<file path="src/rtl/odt_pkg.sv">
// Package: shared types for the one-shot delay timer.
// Assumes nothing beyond IEEE 1800-2017.
package odt_pkg;
    typedef enum logic [1:0] {
        EDGE_RISE = 2'd0,
        EDGE_FALL = 2'd1,
        EDGE_BOTH = 2'd2,
        EDGE_NONE = 2'd3
    } edge_mode_t;
endpackage

</file>
<file path="src/rtl/odt_prescaler.sv">
// Prescaler: free-running cycle counter that gives a tick every 2^(sel*DIV_STEP) cycles.
// Assumes DIV_STEP >= 1. The counter is cleared whenever clr is high.
module odt_prescaler #(
    parameter int SEL_W    = 2,
    parameter int DIV_STEP = 1
) (
    input  logic             clk,
    input  logic             clr,
    input  logic [SEL_W-1:0] sel,
    output logic             tick
);
    localparam int NSEL = 1 << SEL_W;
    localparam int PC_W = DIV_STEP * (NSEL - 1);

    logic [PC_W-1:0] pcnt;
    logic [NSEL-1:0] tick_v;

    // Free-running count, restarted when the unit is cleared.
    always_ff @(posedge clk) begin
        if (clr) pcnt <= '0;
        else     pcnt <= pcnt + 1'b1;
    end

    // One candidate tick for each select value.
    generate
        for (genvar g = 0; g < NSEL; g++) begin : g_tick
            if (g == 0) begin : g_div1
                assign tick_v[g] = 1'b1;
            end else begin : g_divn
                assign tick_v[g] = &pcnt[g*DIV_STEP-1:0];
            end
        end
    endgenerate

    assign tick = tick_v[sel];
endmodule

</file>
<file path="src/rtl/odt_edge_detect.sv">
// Edge detector: synchronizes an asynchronous pin through two flops, then
// flags the edge type chosen by mode. Assumes mode is quasi-static.
module odt_edge_detect
    import odt_pkg::*;
(
    input  logic       clk,
    input  logic       clr,
    input  logic       pin,
    input  edge_mode_t mode,
    output logic       hit
);
    logic sync1, sync2, last;

    // Two-flop synchronizer plus one history flop.
    always_ff @(posedge clk) begin
        if (clr) begin
            sync1 <= 1'b0;
            sync2 <= 1'b0;
            last  <= 1'b0;
        end else begin
            sync1 <= pin;
            sync2 <= sync1;
            last  <= sync2;
        end
    end

    // Edge qualification by mode.
    always_comb begin
        unique case (mode)
            EDGE_RISE: hit = sync2 & ~last;
            EDGE_FALL: hit = ~sync2 & last;
            EDGE_BOTH: hit = sync2 ^ last;
            default:   hit = 1'b0;
        endcase
    end
endmodule

</file>
<file path="src/rtl/odt_count_core.sv">
// Count core: arm/stop status, reload register and the down-counter with its
// zero-reach interrupt. Assumes tick and hit are single-cycle qualifiers.
module odt_count_core #(
    parameter int CNT_W = 16
) (
    input  logic             clk,
    input  logic             clr,
    input  logic             reload_we,
    input  logic [CNT_W-1:0] reload_wdata,
    input  logic             start_stb,
    input  logic             stop_stb,
    input  logic             tick,
    input  logic             hit,
    output logic [CNT_W-1:0] count,
    output logic             armed,
    output logic             irq
);
    localparam logic [CNT_W-1:0] CNT_RST = '1;
    localparam logic [CNT_W-1:0] CNT_ONE = CNT_W'(1);

    logic [CNT_W-1:0] reload_q;
    logic             running;
    logic             trigger;

    assign trigger = armed & (start_stb | hit);

    // Reload register, written by software at any time.
    always_ff @(posedge clk) begin
        if (clr)            reload_q <= '0;
        else if (reload_we) reload_q <= reload_wdata;
    end

    // Arm status, run state, counter and interrupt pulse.
    always_ff @(posedge clk) begin
        if (clr) begin
            armed   <= 1'b0;
            running <= 1'b0;
            count   <= CNT_RST;
            irq     <= 1'b0;
        end else begin
            irq <= 1'b0;
            if (stop_stb) begin
                armed   <= 1'b0;
                running <= 1'b0;
            end else if (start_stb && !armed) begin
                armed <= 1'b1;
            end else if (trigger) begin
                count   <= reload_q;
                running <= 1'b1;
            end else if (running && tick) begin
                if (count <= CNT_ONE) begin
                    count   <= '0;
                    irq     <= 1'b1;
                    running <= 1'b0;
                end else begin
                    count <= count - 1'b1;
                end
            end
        end
    end
endmodule

</file>
<file path="src/rtl/oneshot_delay_timer.sv">
// Top: triggered one-shot delay counter channel. Unit enable low acts as a
// synchronous clear of everything. Assumes trig_in may be asynchronous.
module oneshot_delay_timer
    import odt_pkg::*;
#(
    parameter int CNT_W    = 16,
    parameter int SEL_W    = 2,
    parameter int DIV_STEP = 1
) (
    input  logic             clk,
    input  logic             rst_n,
    input  logic             unit_en,
    input  logic             reload_we,
    input  logic [CNT_W-1:0] reload_wdata,
    input  logic             start_stb,
    input  logic             stop_stb,
    input  logic [SEL_W-1:0] clk_sel,
    input  logic [1:0]       edge_sel,
    input  logic             trig_in,
    output logic [CNT_W-1:0] count_out,
    output logic             armed,
    output logic             irq
);
    logic clr;
    logic tick;
    logic hit;

    // Reset and unit disable clear the same state.
    assign clr = ~rst_n | ~unit_en;

    odt_prescaler #(.SEL_W(SEL_W), .DIV_STEP(DIV_STEP)) u_presc (
        .clk  (clk),
        .clr  (clr),
        .sel  (clk_sel),
        .tick (tick)
    );

    odt_edge_detect u_edge (
        .clk  (clk),
        .clr  (clr),
        .pin  (trig_in),
        .mode (edge_mode_t'(edge_sel)),
        .hit  (hit)
    );

    odt_count_core #(.CNT_W(CNT_W)) u_core (
        .clk          (clk),
        .clr          (clr),
        .reload_we    (reload_we),
        .reload_wdata (reload_wdata),
        .start_stb    (start_stb),
        .stop_stb     (stop_stb),
        .tick         (tick),
        .hit          (hit),
        .count        (count_out),
        .armed        (armed),
        .irq          (irq)
    );
endmodule

</file>
<file path="config.mk">
export PLATFORM = sky130hd
export DESIGN_NAME = oneshot_delay_timer
export DESIGN_NICKNAME = d
export VERILOG_FILES = /design/src/rtl/odt_pkg.sv /design/src/rtl/odt_prescaler.sv /design/src/rtl/odt_edge_detect.sv /design/src/rtl/odt_count_core.sv /design/src/rtl/oneshot_delay_timer.sv
export SDC_FILE = /design/constraint.sdc
export NUM_CORES = 1
export LEC_CHECK = 0
export BUFFER_PORTS_ARGS = -buffer_cell sky130_fd_sc_hd__buf_2
export CAP_MARGIN = 15
export CELL_PAD_IN_SITES_DETAIL_PLACEMENT = 1
export CELL_PAD_IN_SITES_GLOBAL_PLACEMENT = 1
export CORE_ASPECT_RATIO = 1.1
export CORE_MARGIN = 4
export CORE_UTILIZATION = 44
export CTS_CLUSTER_DIAMETER = 30
export DETAILED_ROUTE_END_ITERATION = 6
export GPL_TIMING_DRIVEN = 0
export PLACE_DENSITY = 0.9
export SLEW_MARGIN = 20
export SYNTH_ARGS = -nofsm -noshare
export SYNTH_HDL_FRONTEND = slang
export SYNTH_SLANG_ARGS = --single-unit
</file>
<file path="constraint.sdc">
create_clock -name clk -period 3.05 [get_ports clk]
set_input_delay 0 -clock clk [delete_from_list [all_inputs] [get_ports clk]]
set_output_delay 0 -clock clk [all_outputs]
set_load 0.01 [all_outputs]
</file>
# Word level (Yosys, flattened, before mapping)
# Index checks and enable logic that the tools add are counted.
[word_totals] out_inout_bits=18 elab_cells=50 in_bits=27 register_bits=41
[op_classes] n_reduce_logical=12 magnitude_cmp=2 n_eq_ne=2 muxes=10 n_bitwise=13 addsub=2
[ops] op="16-bit 2-to-1 mux" n=3
[ops] op="16-bit by 1-bit less-or-equal comparator with 1-bit output, second input constant" n=1
[ops] op="16-bit by 1-bit subtractor with 16-bit output, second input constant" n=1
[ops] op="3-bit AND reduction" n=3
[ops] op="1-bit NOT" n=7
[ops] op="1-bit 2-to-1 mux" n=5
[ops] op="5-bit OR reduction" n=1
[ops] op="2-bit nonzero test" n=2
[ops] op="3-bit by 1-bit adder with 3-bit output, second input constant" n=1
[ops] op="1-bit bitwise AND" n=3
[ops] op="2-bit by 3-bit less-than comparator with 1-bit output, second input constant" n=1
[ops] op="1-bit one-hot mux with 3 select lines" n=1
[ops] op="1-bit binary-select mux with 2-bit select" n=1
[ops] op="2-bit by 1-bit == test with 1-bit output, second input constant" n=1
[ops] op="2-bit == test, second input constant" n=1
[ops] op="1-bit logical AND" n=2
[ops] op="2-bit logical NOT" n=1
[ops] op="1-bit bitwise OR" n=2
[ops] op="2-bit AND reduction" n=1
[ops] op="2-bit OR reduction" n=1
[ops] op="1-bit logical NOT" n=1
[ops] op="1-bit bitwise XOR" n=1

# Longest topological paths before layout
# Gate-level depths: netlist of run 1.
[logic_depth] ltp_word=7 ltp_mapped=9

# Modules after synthesis
# A second synthesis of run 1 with hierarchy kept.
[hier_totals] cells_unflattened=223 hier_area_um2=2004.4
[modules_own_cells] module="odt_count_core" cells_per_inst=198 instances=1 area_each_um2=1746.7 seq_area_each_um2=700.7
[modules_own_cells] module="odt_edge_detect" cells_per_inst=13 instances=1 area_each_um2=131.4 seq_area_each_um2=60.1
[modules_own_cells] module="odt_prescaler" cells_per_inst=11 instances=1 area_each_um2=122.6 seq_area_each_um2=60.1
[modules_own_cells] module="oneshot_delay_timer" cells_per_inst=1 instances=1 area_each_um2=3.8 seq_area_each_um2=0.0

# Worst setup path before layout of run 1
# Ideal clock, no wire load.
[synth_timing] path_type="reg-to-reg" startpoint="register u_core.count[0]" endpoint="register u_core.count[10]" slack_ns=1.105 t_arrival_ns=1.817 path_stages_with_launch=8 path_cell_list="dfxtp_1 > inv_1 > ha_1 > nor3b_1 > nand2_1 > o31a_1 > a221oi_2 > o21ai_1"
[synth_between] elab_chain_cells=4 word_cells_on_any_way=5 cone_classes="add/sub: 1; order compare: 1; mux: 3"
[synth_lines] item="start, declared" line="odt_count_core.sv:14" text="output logic [CNT_W-1:0] count,"
[synth_lines] item="start signal, assigned" line="odt_count_core.sv:48" text="count <= reload_q;"
[synth_lines] item="start signal, assigned" line="odt_count_core.sv:56" text="count <= count - 1'b1;"
[synth_lines] item="16-bit by 1-bit subtractor with 16-bit output or 16-bit by 1-bit less-or-equal comparator with 1-bit output (tied branches)" line="odt_count_core.sv:56, odt_count_core.sv:51"
[synth_lines] item="16-bit 2-to-1 mux *" line="odt_count_core.sv:51" text="if (count <= CNT_ONE) begin"
[synth_lines] item="16-bit 2-to-1 mux *" line="odt_count_core.sv:50" text="end else if (running && tick) begin"
[synth_lines] item="16-bit 2-to-1 mux *" line="odt_count_core.sv:47" text="end else if (trigger) begin"
# Every way passes the cells marked *; elsewhere a longest branch is shown, timed or not. The select of a mux whose other input is x is not followed.
# A chain may end at the register's enable or synchronous reset.

# Worst setup path after layout of run 1
# Same ends and word-level chain as after synthesis.

==> results of run 1 <==
[final timing paths]
check	from	to	slack (ns)
setup / recovery	u_core.count[0]	u_core.count[10]	0.45
hold / removal	unit_en	u_edge.sync2	0.01
setup reg to reg	u_core.count[0]	u_core.count[10]	0.45
hold reg to reg	u_edge.sync1	u_edge.sync2	0.49
[Yosys cell counts (all sizes together) (2+ instances only)]
cell type / instances
nor2: 32
o31a: 3
xnor2: 6
or4: 2
clkbuf: 7
mux2i: 19
nor3: 4
a22oi: 10
o211ai: 3
o21ai: 9
nand4: 3
buf: 5
a32oi: 3
and3: 6
nand2: 11
dfxtp: 41
nand3: 2
a221oi: 9
and2: 5
a211oi: 5
a2111oi: 2
nor2b: 2
nor3b: 2
a21oi: 3
nor4: 5
ha: 6
inv: 11
[report_power, final]
group | total [mW] | internal, mW | switching, mW
clock | 0.395 | 0.205 | 0.190
sequential | 0.552 | 0.545 | 0.00722
combinational | 0.104 | 0.0499 | 0.0536
total | 1.05 | 0.799 | 0.251
[state kept, by name, summed over array words and instances, names as in the netlist]
register and count:
u_edge.last 1, u_edge.sync2 1, u_core.reload_q 16, u_core.irq 1, u_core.armed 1, u_presc.pcnt 3, u_core.count 16, u_edge.sync1 1
u_core.running 1
[final cells by class]
type	instances	area (um2)
tap	56	70.1
inverter	11	41.3
fill	560	1930
multi-input combinational	160	1170
buffer	12	63.8
timing repair buffer	63	415
clock inverter	1	5.00
clock buffer	7	96.3
sequential	41	821
[per-layer routing]
metal | GRT usage [%] | vias up | routed length, um
li1 | - | 969 | -
met2 | 42.3 | 89 | 3440
met1 | 32.4 | 986 | 3020
met3 | 5.26 | 34 | 440
met4 | 15.0 | 0 | 389
met5 | 0 | - | 0
[stage by stage]
step	setup WS (ns)	instances	area (um2)	util [%]	total power [mW]
after global placement	0.789	323	2380	51.5	0.639
after CTS	0.584	351	2680	58.0	1.05
after global routing	0.264	351	2690	58.2	1.09
after detailed placement	0.657	323	2380	51.5	0.644
final	0.452	351	2690	58.2	1.05
after floorplan	1.11	224	2090	-	0.607
[worst max-delay path, cell delays in order (launching register included)]
cell and delay [ns]:
dfxtp_1 0.40, inv_1 0.15, ha_1 0.23, nor3b_1 0.84, nand2_1 0.23, o31a_1 0.31
a221oi_2 0.20, o21ai_1 0.10
[kinds of logic after synthesis]
group | after synthesis | synth area share, %
AOI/OAI and AO/OA | 51 | 20.7
DFF | 41 | 39.2
muxes | 19 | 9.09
buffers and inverters | 23 | 5.02
and+or+nand+nor | 78 | 19.9
xor gates and xnor gates | 6 | 2.51
adders and majority gates | 6 | 3.59
==> run_results.csv, run 1 <==
group,metric,value,unit
power_and_ir_drop,p_leak,1.13,nW
sta,finClkSkew,0.00558,ns
sta,slew_headroom,31.9,%
detailed_routing,routedWlPerCell,20.8,um
clock_network,cts_hold_buf,20,
synthesis,synth_edf_count,0,
synthesis,ys_top_cells_by_area,"dfxtp_1, mux2i_1, a221oi_2",
sta,fmax,385,MHz
floorplan,fp.coreArea,4620,um2
sta,final_hold_viol_count,0,
global_routing,grt_max_degree,13,
detailed_routing,drt_first_pass_iters,4,
clock_network,htree_levels,2,
synthesis,synth_top_area_share,39.2,%
floorplan,die_area,5930,um2
detailed_routing,drc_errors,0,
clock_network,clk_latency,0.30,ns
detailed_routing,detail-route-antenna-nets,0,
global_routing,grtUsageTotal,26.4,%
worst_hold_path,min_path_type,"input port to flop",
job,drv_cap,0,
layout,nNetsFinal,327,
detailed_routing,wl,7290,um
clock_network,numCtsBuffers,5,
synthesis,syn_inst,224,
setup_path,r2r_cells,7,
global_routing,antenna_found_initial,0,
global_routing,grt-ovfl-total,0,
detailed_routing,vias,2078,
placement,portBuffers,43,
placement,gp_congestion,0.799,
synthesis,synth_nets,257,
synthesis,netlist_area,2090,um2
floorplan,rows,26,
floorplan,die_h,80.3,um
power_and_ir_drop,max-vdd-ir-drop,0.264,mV
clock_network,cts.sinks,41,
clock_network,cts_root_buf,"clkbuf_8",
global_routing,grt_pass1_wl,11700,um
synthesis,ys_seq_elements,41,
synthesis,ys.flop_type,"dfxtp_1",
floorplan,fp.dieW,73.8,um
placement,dp_hpwl,4540,um
layout,layout_commonest_cell,"buf_2",
global_routing,grt_pass1_vias,2197,
setup_path,critPathMaxFanout,7,
synthesis,yosys_warnings,0,
detailed_routing,viasPerCell,5.92,
setup_path,crit_type,"flop to flop",
clock_network,cts_setup_buffers,0,
sta,drv_slew,0,
power_and_ir_drop,power_density,391,nW/um2
status,outcome,"completed",
sta,hold_slack,0.0140,ns
sta,fin_crit,2.60,ns
setup_path,end_kind,"flop",
setup_path,crit_arrival,2.76,ns
clock_network,postCtsResizedCells,0,
floorplan,ios,45,
floorplan,initial_utilization,45.3,%
synthesis,ys_seq_area_share,39.2,%
setup_path,critPathLaunchType,"flop",
detailed_routing,drt-initial-drc-count,114,
layout,layout-drive-gt1-share,24.1,%
sta,finalSetupTns,0,ns
sta,grt_setup_unrepaired,"no",
layout,area_growth,28.3,%
clock_network,clk_pin_slew,0.08,ns
synthesis,async_flop_share,0,%
sta,final-setup-viol-count,0,
synthesis,yosys.area.top_type,"dfxtp_1",
layout,antenna_cells,0,
synthesis,syn_avg_cell_area,9.34,um2
clock_network,cts_tree,"built",
layout,final_cell_mix,"buf_2, dfxtp_1, nor2_1, dlygate4sd3_1, mux2i_1",
worst_hold_path,hold_path_depth,2,
clock_network,clk_path_buf_depth,2,
setup_path,cp.required,3.21,ns
synthesis,synth.distinct_cells,42,
sta,fin_crit_sh,85.2,%
sta,worst_pin_slew,1.02,ns
(Power assumes the default switching activity.)
==> inputs of run 2 (changes only) <==
CORE_ASPECT_RATIO = 1.5   (was 1.1)
==> run_results.csv, run 2 (same netlist as run 1, synthesis figures left out) <==
group,metric,value,unit
sta,grt_setup_unrepaired,"no",
setup_path,cpLargestDelayFamily,"simple AND/OR/NAND/NOR gates",
global_routing,antenna_found_initial,0,
setup_path,crit_type,"flop to flop",
placement,dpl-instance-area,2390,um2
layout,largest_registers,"u_core.count (16), u_core.reload_q (16), u_presc.pcnt (3)",
global_routing,grt_pass1_wl,10900,um
job,drv_cap,0,
floorplan,ios,45,
power_and_ir_drop,p_leak,1.14,nW
placement,dp_hpwl,4390,um
sta,final-setup-viol-count,0,
detailed_routing,drt-initial-drc-count,104,
sta,finalSetupTns,0,ns
layout,layout-drive-gt1-share,24.1,%
detailed_routing,detail-route-antenna-nets,0,
floorplan,rows,30,
clock_network,cts_tree,"built",
power_and_ir_drop,sw_frac_of_total,21.6,%
power_and_ir_drop,intPower,0.919,mW
sta,fmax,412,MHz
status,violations,"negative hold slack",
clock_network,cts.sinks,41,
setup_path,end_kind,"flop",
setup_path,cp.required,3.22,ns
setup_path,rr_endpoint,"u_core.count[10]",
setup_path,r2r-start,"u_core.count[0]",
worst_hold_path,min_to,"u_presc.pcnt[2]",
status,outcome,"complete, but fails checks",
power_and_ir_drop,p_seq_share,47.1,%
clock_network,clk_path_buf_depth,2,
sta,drv_slew,0,
sta,final_hold_viol_count,1,
power_and_ir_drop,power_density,431,nW/um2
setup_path,crit_chain,"inv_1 > ha_1 > nor3b_1 > nand2_1 > o31a_1 > a221oi_2 > o21ai_1",
clock_network,clk_pin_slew,0.08,ns
worst_hold_path,min_path_type,"input port to flop",
sta,fin_crit,2.42,ns
sta,fin_crit_sh,79.5,%
power_and_ir_drop,max-vdd-ir-drop,0.254,mV
clock_network,htree_levels,2,
detailed_routing,drt_first_pass_iters,4,
placement,portBuffers,43,
layout,nNetsFinal,326,
detailed_routing,wl,6580,um
sta,setup_slack,0.626,ns
layout,layout_commonest_cell,"buf_2",
detailed_routing,viasPerCell,5.68,
sta,worst_pin_slew,0.841,ns
placement,gp_congestion,0.831,
floorplan,die_area,5950,um2
detailed_routing,drc_errors,0,
floorplan,fp.dieW,64.3,um
global_routing,grt_max_degree,14,
setup_path,slowest_stage,"nor3b_1",
clock_network,postCtsResizedCells,0,
setup_path,crit_arrival,2.59,ns
layout,fillers,553,
clock_network,clk_latency,0.30,ns
setup_path,rrSetupSlack,0.63,ns
setup_path,crit_path_max_incr_delay,0.71,ns
layout,regArea,821,um2
sta,slew_headroom,43.9,%
floorplan,die_h,92.5,um
layout,antenna_cells,0,
setup_path,critPathMaxFanout,7,
detailed_routing,routedWlPerCell,18.4,um
power_and_ir_drop,switching_power,0.254,mW
sta,hold_slack,-0.00839,ns
setup_path,r2r_cells,7,
sta,finClkSkew,0.00660,ns
floorplan,initial_utilization,45.7,%
clock_network,numCtsBuffers,5,
placement,pre_cts_ws,0.651,ns
layout,final_cell_mix,"buf_2, dfxtp_1, nor2_1, mux2i_1, dlygate4sd3_1",
clock_network,cts_setup_buffers,0,
detailed_routing,vias,2033,
setup_path,critPathLaunchType,"flop",
power_and_ir_drop,pwr-share-comb,8.5,%
layout,multi_input_area,1170,um2
clock_network,cts_root_buf,"clkbuf_8",
layout,design_area,2720,um2
global_routing,grt_pass1_vias,2181,
worst_hold_path,hold_path_depth,2,
setup_path,path_buf_inv,1,
floorplan,fp.coreArea,4580,um2
global_routing,grt-ovfl-total,0,
global_routing,grtUsageTotal,23.3,%
layout,area_growth,29.9,%
worst_hold_path,hp-start,"unit_en",
setup_path,cp-startpoint,"u_core.count[0]",
power_and_ir_drop,power_frac_clock,44.4,%
## run 2: changes by cell type in the layout (fill, tap and decap cells not counted), sizes merged
cell         previous run  this run
dlygate4sd3            20        19
clkbuf                 14        12
bufinv                  0         2
## run 2: stage by stage
step	utilization [%]	cells	power (mW)
after global placement	52.2	331	0.640
after floorplan	-	224	0.607
after global routing	59.4	358	1.21
final	59.4	358	1.17
after CTS	59.2	358	1.17
after detailed placement	52.2	331	0.644
## run 2: worst max-delay path by stage
| stage | to | slack [ns] | depth (start not counted) |
|---|---|---|---|
| after floorplan | u_core.count[10] | 1.11 | 7 |
| after CTS | u_core.count[10] | 0.64 | 7 |
| after detailed placement | u_core.count[10] | 0.65 | 7 |
| after global placement | u_core.count[10] | 0.78 | 7 |
| final | u_core.count[10] | 0.63 | 7 |
| after global routing | u_core.count[10] | 0.36 | 7 |
## run 2: power groups by stage
| stage | sequential [mW] | combinational [mW] | clock [mW] |
|---|---|---|---|
| after floorplan | 0.562 | 0.0455 | 0 |
| after global placement | 0.563 | 0.0763 | 0 |
| after detailed placement | 0.564 | 0.0798 | 0 |
| after CTS | 0.552 | 0.0995 | 0.522 |
| after global routing | 0.553 | 0.108 | 0.548 |
| final | 0.552 | 0.0999 | 0.521 |
## run 2: routing by layer
layer | routed length [um] | up-vias | GRT usage (%)
met5 | 0 | - | 0
met4 | 167 | 0 | 8.82
met3 | 230 | 12 | 3.16
met2 | 3570 | 59 | 43.3
met1 | 2620 | 1000 | 26.4
li1 | - | 962 | -
## run 2: worst register-to-register path: stages (launching register included)
cell and delay [ns]:
dfxtp_1 0.39, inv_1 0.14, ha_1 0.26, nor3b_1 0.71, nand2_1 0.22, o31a_1 0.30, a221oi_2 0.20, o21ai_1 0.09
## run 2: timing repair
item | in CTS | in global routing
setup endpoints to repair | 0 | 0
endpoints found under the hold margin | 18 | 0
hold buffers | 19 | 0
## run 2: area by class of cell
| cell class | instances | area share, % |
|---|---|---|
| clock inverter | 3 | 2.39 |
| multi-input combinational | 160 | 43.2 |
| tap | 64 | 2.95 |
| buffer | 12 | 2.35 |
| inverter | 11 | 1.52 |
| timing repair buffer | 62 | 14.9 |
| sequential | 41 | 30.2 |
| clock buffer | 5 | 2.53 |
